**src/rtl/pfd_pkg.sv**
```systemverilog
package pfd_pkg;
  typedef struct packed {
    logic setRef;
    logic setDiv;
    logic clearBoth;
  } pfdStrobe_t;
endpackage

```
**src/rtl/pfd_ctrl.sv**
```systemverilog
module pfd_ctrl
  import pfd_pkg::*;
(
  input  logic       clk,
  input  logic       rstN,
  input  logic       refPulse,
  input  logic       divPulse,
  input  logic       refFlag,
  input  logic       divFlag,
  output pfdStrobe_t strb
);
  always_comb begin
    strb.setRef    = refPulse;
    strb.setDiv    = divPulse;
    strb.clearBoth = refFlag & divFlag;
  end

  // a clear request never appears unless both edges are pending
  a_r6_clear_needs_both: assert property (@(posedge clk) disable iff (!rstN)
    strb.clearBoth |-> (refFlag && divFlag));
endmodule

```
**src/rtl/pfd_dp.sv**
```systemverilog
module pfd_dp
  import pfd_pkg::*;
(
  input  logic       clk,
  input  logic       rstN,
  input  pfdStrobe_t strb,
  input  logic       polHigh,
  input  logic       refPulse,
  input  logic       divPulse,
  output logic       refFlag,
  output logic       divFlag,
  output logic       phiR,
  output logic       phiPn,
  output logic       doLvl,
  output logic       doEn,
  output logic       testOut
);
  logic refOnly, divOnly, lowerReq, raiseReq;

  always_ff @(posedge clk) begin
    if (!rstN) begin
      refFlag <= 1'b0;
      divFlag <= 1'b0;
      testOut <= 1'b0;
    end else begin
      refFlag <= strb.clearBoth ? strb.setRef : (refFlag | strb.setRef);
      divFlag <= strb.clearBoth ? strb.setDiv : (divFlag | strb.setDiv);
      testOut <= polHigh ? refPulse : divPulse;
    end
  end

  always_comb begin
    refOnly  = refFlag & ~divFlag;
    divOnly  = divFlag & ~refFlag;
    lowerReq = polHigh ? divOnly : refOnly;
    raiseReq = polHigh ? refOnly : divOnly;
    phiR     = lowerReq;
    phiPn    = ~raiseReq;
    doEn     = refOnly | divOnly;
    doLvl    = raiseReq;
  end

  // a sampled pulse is pending after the edge
  a_r2_ref_capture: assert property (@(posedge clk) disable iff (!rstN)
    strb.setRef |=> refFlag);
  a_r2_div_capture: assert property (@(posedge clk) disable iff (!rstN)
    strb.setDiv |=> divFlag);
  // both pending with no new pulse clears both
  a_r6_clear_both: assert property (@(posedge clk) disable iff (!rstN)
    (refFlag && divFlag && !strb.setRef && !strb.setDiv) |=> (!refFlag && !divFlag));
  // idle pump pattern whenever the combined line floats
  a_r6_idle_float: assert property (@(posedge clk) disable iff (!rstN)
    !doEn |-> (!phiR && phiPn));
  // driving low means pump-down active and pump-up idle
  a_r3_low_is_down: assert property (@(posedge clk) disable iff (!rstN)
    (doEn && !doLvl) |-> (phiR && phiPn));
  // driving high means pump-up active and pump-down idle
  a_r4_high_is_up: assert property (@(posedge clk) disable iff (!rstN)
    (doEn && doLvl) |-> (!phiR && !phiPn));
endmodule

```
**src/rtl/pfd_polarity_top.sv**
```systemverilog
module pfd_polarity_top
  import pfd_pkg::*;
(
  input  logic clk,
  input  logic rstN,
  input  logic refPulse,
  input  logic divPulse,
  input  logic polHigh,
  output logic phiR,
  output logic phiPn,
  output logic doLvl,
  output logic doEn,
  output logic testOut
);
  pfdStrobe_t strb;
  logic refFlag, divFlag;

  pfd_ctrl u_ctrl (
    .clk(clk), .rstN(rstN), .refPulse(refPulse), .divPulse(divPulse),
    .refFlag(refFlag), .divFlag(divFlag), .strb(strb)
  );

  pfd_dp u_dp (
    .clk(clk), .rstN(rstN), .strb(strb), .polHigh(polHigh),
    .refPulse(refPulse), .divPulse(divPulse),
    .refFlag(refFlag), .divFlag(divFlag),
    .phiR(phiR), .phiPn(phiPn), .doLvl(doLvl), .doEn(doEn), .testOut(testOut)
  );
endmodule

```
**config.mk**
```make
export PLATFORM = sky130hd
export DESIGN_NAME = pfd_polarity_top
export DESIGN_NICKNAME = d
export VERILOG_FILES = /design/src/rtl/pfd_pkg.sv /design/src/rtl/pfd_ctrl.sv /design/src/rtl/pfd_dp.sv /design/src/rtl/pfd_polarity_top.sv
export SDC_FILE = /design/constraint.sdc
export NUM_CORES = 1
export LEC_CHECK = 0
export BUFFER_PORTS_ARGS = -buffer_cell sky130_fd_sc_hd__buf_2
export CAP_MARGIN = 20
export CORE_AREA = 2 2 39 41
export CTS_BUF_LIST = sky130_fd_sc_hd__clkbuf_8
export DETAILED_ROUTE_END_ITERATION = 10
export DIE_AREA = 0 0 41 43
export PLACE_DENSITY = 0.42
export SLEW_MARGIN = 20
export SYNTH_ARGS = -nofsm -noshare
export SYNTH_HDL_FRONTEND = slang
export SYNTH_SLANG_ARGS = --single-unit
```
**constraint.sdc**
```tcl
create_clock -name clk -period 1.2 [get_ports clk]
set_input_delay 0.24 -clock clk [delete_from_list [all_inputs] [get_ports clk]]
set_output_delay 0.24 -clock clk [all_outputs]
set_load 0.01 [all_outputs]
```
# ---- Word-level counts from Yosys, hierarchy flattened
# Cells that the tools add are included.
dict set report totals {
  ff_bits 3
  input_bits 5
  out_inout_bits 5
  word_cells 17
}
dict set report op_classes {
  n_mux 5
  n_bitwise 9
}
# cell count
set op_table {}
lappend op_table {{1-bit two-way mux} 5}
lappend op_table {{1-bit AND} 3}
lappend op_table {{1-bit inverter} 3}
lappend op_table {{1-bit bitwise OR} 3}

# ---- Depth between registers and ports, before layout
dict set report depth {
  ltp_word 4
  mapped_depth 3
  mapped_depth_nobuf 3
}

# ---- By module
# A second synthesis with hierarchy kept.
dict set report unflattened {
  cells_unflattened 22
  hier_area_um2 219.0
}
# mod instances cells_each area_each_um2 seq_area_each_um2
set by_module_without_submodules {}
lappend by_module_without_submodules {pfd_dp 1 19 197.7 60.1}
lappend by_module_without_submodules {pfd_ctrl 1 3 21.3 0.0}

# ---- Worst setup path after synthesis
# Ideal clock, no wire load.
dict set report synth_timing {
  path_type {register -> output}
  startpoint {reg u_dp.refFlag}
  endpoint {out phiR}
  t_arrival_ns 0.908
  required_ns 0.960
  slack_ns 0.052
  path_stages_with_launch 4
  n_path_buf 0
  path_cell_list {dfxtp_1 inv_1 ha_1 mux2_2}
}
dict set report synth_via {
  elab_chain_cells 3
  elab_cells_between_ends 4
  cone_classes {mux: 1; bitwise: 3}
}
# item line_no
set synth_rtl {}
lappend synth_rtl {{from (decl)} pfd_dp.sv:10} ;# output logic refFlag,
lappend synth_rtl {{from (signal assigned)} pfd_dp.sv:26} ;# refFlag <= strb.clearBoth ? strb.setRef : (refFlag | strb.setRef);
lappend synth_rtl {{1-bit inverter} pfd_dp.sv:34} ;# divOnly = divFlag & ~refFlag;
lappend synth_rtl {{1-bit AND} pfd_dp.sv:34}
lappend synth_rtl {{1-bit two-way mux *} pfd_dp.sv:35} ;# lowerReq = polHigh ? divOnly : refOnly;
lappend synth_rtl {{to (decl)} pfd_polarity_top.sv:9} ;# output logic phiR,
# Every way passes the cells marked *; elsewhere a longest branch is shown, timed or not.

# ---- Final worst setup path
dict set report layout_timing {
  startpoint {reg u_dp.refFlag}
  endpoint {out doLvl}
}
dict set report layout_via {
  elab_chain_cells 3
  elab_cells_between_ends 4
  cone_classes {mux: 1; bitwise: 3}
}
# item line_no
set layout_rtl {}
lappend layout_rtl {{1-bit inverter} pfd_dp.sv:34}
lappend layout_rtl {{1-bit AND} pfd_dp.sv:34}
lappend layout_rtl {{1-bit two-way mux *} pfd_dp.sv:36} ;# raiseReq = polHigh ? refOnly : divOnly;
lappend layout_rtl {{to (decl)} pfd_polarity_top.sv:11} ;# output logic doLvl,
# Marks and branches as above.

==> out/qor.yml <==
sta:
  finClkSkew_ns: 0.001560
  rsz0062_at_grt: "yes"
  fmax_mhz: 703.6
  min_period_ns: 1.421
  worst_pin_slew_ns: 0.1165
  finalSetupViolCount: 4
  slew_viol_final: 0
  max-slew-margin-rel: 0.9201
  min_period_over_period: 1.184
  holdWs_ns: 0.2571
  fin_ws_ns: -0.2212
  hold_viol_final: 0
floorplanning:
  start_util: 0.1519
  die_area_sq_um: 1763
  die_h_microns: 43
  die_width_microns: 41
  num_rows: 14
  core_area_sq_um: 1384
  ioPinCount: 10
logic_synthesis:
  seq_area_frac_synth: 0.2857
  syn-num-nets: 30
  synth.distinct_cells: 7
  avgSynthCellArea_sq_um: 10.51
  synth_seq_cells: 3
  synth.cell_area_sq_um: 210.2
  synth_warnings: 0
  syn_inst: 20
critical_path:
  rr_endpoint: "u_dp.refFlag"
  cp_cell_sequence: "inv_4, ha_4, mux2_4, buf_6"
  cp_top_family: "flip-flops"
  cp.required_ns: 0.96
  timing.rr.start: "u_dp.refFlag"
  cp.depth: 4
  worst-path-max-fanout: 4
  worst-path-buf-inv: 2
  crit_path_start_kind: "flop"
  r2r_setup_slack_ns: 0.20
  endpoint: "doLvl"
  cpPeakStageDelay_ns: 0.38
  path_class: "flop to output pin"
  slowest_stage: "dfxtp_4"
  endpoint_kind: "output pin"
  cp-startpoint: "u_dp.refFlag"
  rr_worst_depth: 4
  cp.arrival_ns: 1.18
grt:
  grt_pass1_wl_microns: 848
  grt_overflow: 0
  grt_pass1_vias: 233
  grt_antenna_before_repair: 0
  track_usage: 0.07924
  grt_max_degree: 5
clocking:
  cts-root-buf: "clkbuf_8"
  cts_sinks: 3
  cts_hold_buf: 0
  htree_num_levels: 1
  cts_tree: "built"
  path_clk_slew_ns: 0.03
  clk_path_buf_depth: 2
  cts_made_buffers: 3
  clock_latency_ns: 0.22
route:
  drt_pre_antenna_iters: 1
  via_per_inst: 3.943
  drc: 0
  dr.first_iter.drc_count: 0
  wirelength_microns: 547
  vias: 209
  routedWlPerCell_microns: 10.32
  drtAntennaViolNets: 0
finish:
  nets: 48
  synthToLayoutAreaGrowth_pct: 101.8
  n_antenna_cell: 0
  stdcell_count: 53
  drive_gt1_frac: 0.6757
pwr:
  irDropWorstVdd_mv: 0.5758
  power-per-cell-area_nw_per_um2: 1213
  leakagePower_nw: 0.2070
worst_hold_path:
  min-delay-start: "divPulse"
  hp-class: "input pin to flop"
status:
  violations: "setup timing"
  status: "finished, violations left"
placed_design:
  gp_congestion: 0.5725
  dp_cells: 46
  numPortBuffers: 9
  dp_slack_ns: -0.1412
flow_run:
  cap_violations: 0
placed cells by master (no fill, tap or decap):
cell type,synthesis,layout
buf_2,0,7
nor2b_1,3,3
ha_4,0,3
clkbuf_8,0,3
buf_6,0,3
buf_4,0,3
inv_1,3,2
inv_4,0,2
mux2_4,0,2
mux2i_1,2,2
o21a_1,2,2
ha_1,5,2
dfxtp_4,0,2
dfxtp_1,3,1
metal layers:
| layer | global-route usage | part of all wire | up-vias | routed length [microns] |
|---|---|---|---|---|
| met1 | 0.07372 | 0.38 | 96 | 208 |
| met5 | 0 | 0 | - | 0 |
| li1 | - | - | 99 | - |
| met3 | 0.01571 | 0.077 | 2 | 42 |
| met4 | 0.1000 | 0.038 | 0 | 21 |
| met2 | 0.1188 | 0.50 | 12 | 275 |
cell families (layout without fill, tap and decap cells):
kind of cell | after synthesis | in the layout | synth area share
compound gates | 2 | 2 | 0.07141
fa+ha+maj | 5 | 5 | 0.2976
buf+inv | 3 | 20 | 0.05357
flops | 3 | 3 | 0.2857
mux | 4 | 4 | 0.2024
simple gates | 3 | 3 | 0.08930
worst register-to-register path, delay by kind of cell, from the launching register on:
family | cells | cell delay, ns
simple gates | 1 | 0.11
compound gates | 1 | 0.12
buf+inv | 1 | 0.14
fa+ha+maj | 1 | 0.21
flops | 1 | 0.36
power breakdown:
part	switching, mW	leakage, nW	internal, mW
Combinational	0.0468	0.154	0.0636
Clock	0.0680	0.0269	0.218
Sequential	0.0111	0.0261	0.107
Total	0.126	0.207	0.389
sequential cells by signal, indices dropped and copies added (netlist names):
| name | flops |
|---|---|
| u_dp.testOut | 1 |
| u_dp.divFlag | 1 |
| u_dp.refFlag | 1 |
timing repair:
action | CTS | global route
endpoints found under the setup margin | 4 | 4
buffers inserted | 2 | 1
hold endpoints to repair | 0 | 0
resized for setup | 14 | 5
pin swaps | 0 | 1
synthesized netlist by cell type:
cell	number	share of area
mux2_2	2	0.11
o21a_1	2	0.071
ha_1	5	0.30
inv_1	3	0.054
dfxtp_1	3	0.29
mux2i_1	2	0.095
nor2b_1	3	0.089
worst min path at each step:
stage / slack (ns) / to / cells past startpoint
CTS: 0.25 / u_dp.divFlag / 2
global route: 0.26 / u_dp.divFlag / 2
global placement: 0.46 / u_dp.divFlag / 2
finish: 0.26 / u_dp.divFlag / 2
floorplan: 0.36 / u_dp.divFlag / 1
detailed placement: 0.48 / u_dp.divFlag / 2
metrics by stage:
stage | util | cell area [sq um] | TNS [ns] | power, mW
final | 0.3065 | 424.2 | -0.7541 | 0.5145
after global routing | 0.3065 | 424.2 | -0.9152 | 0.5429
after CTS | 0.2803 | 387.9 | -0.7747 | 0.5084
after detailed placement | 0.2043 | 282.8 | -0.3562 | 0.1912
after global placement | 0.2043 | 282.8 | -0.1712 | 0.1852
after floorplan | - | 210.2 | 0 | 0.1550
final cells by class:
cell class                 count  area, sq um
fill                         151        959.7
tap                           16        20.02
timing repair buffer          13        91.34
sequential                     3        67.56
multi-input combinational     14        183.9
clock buffer                   3        41.29
inverter                       3        16.27
clock inverter                 1        3.754
No activity file was read; power rests on OpenSTA's default activity.
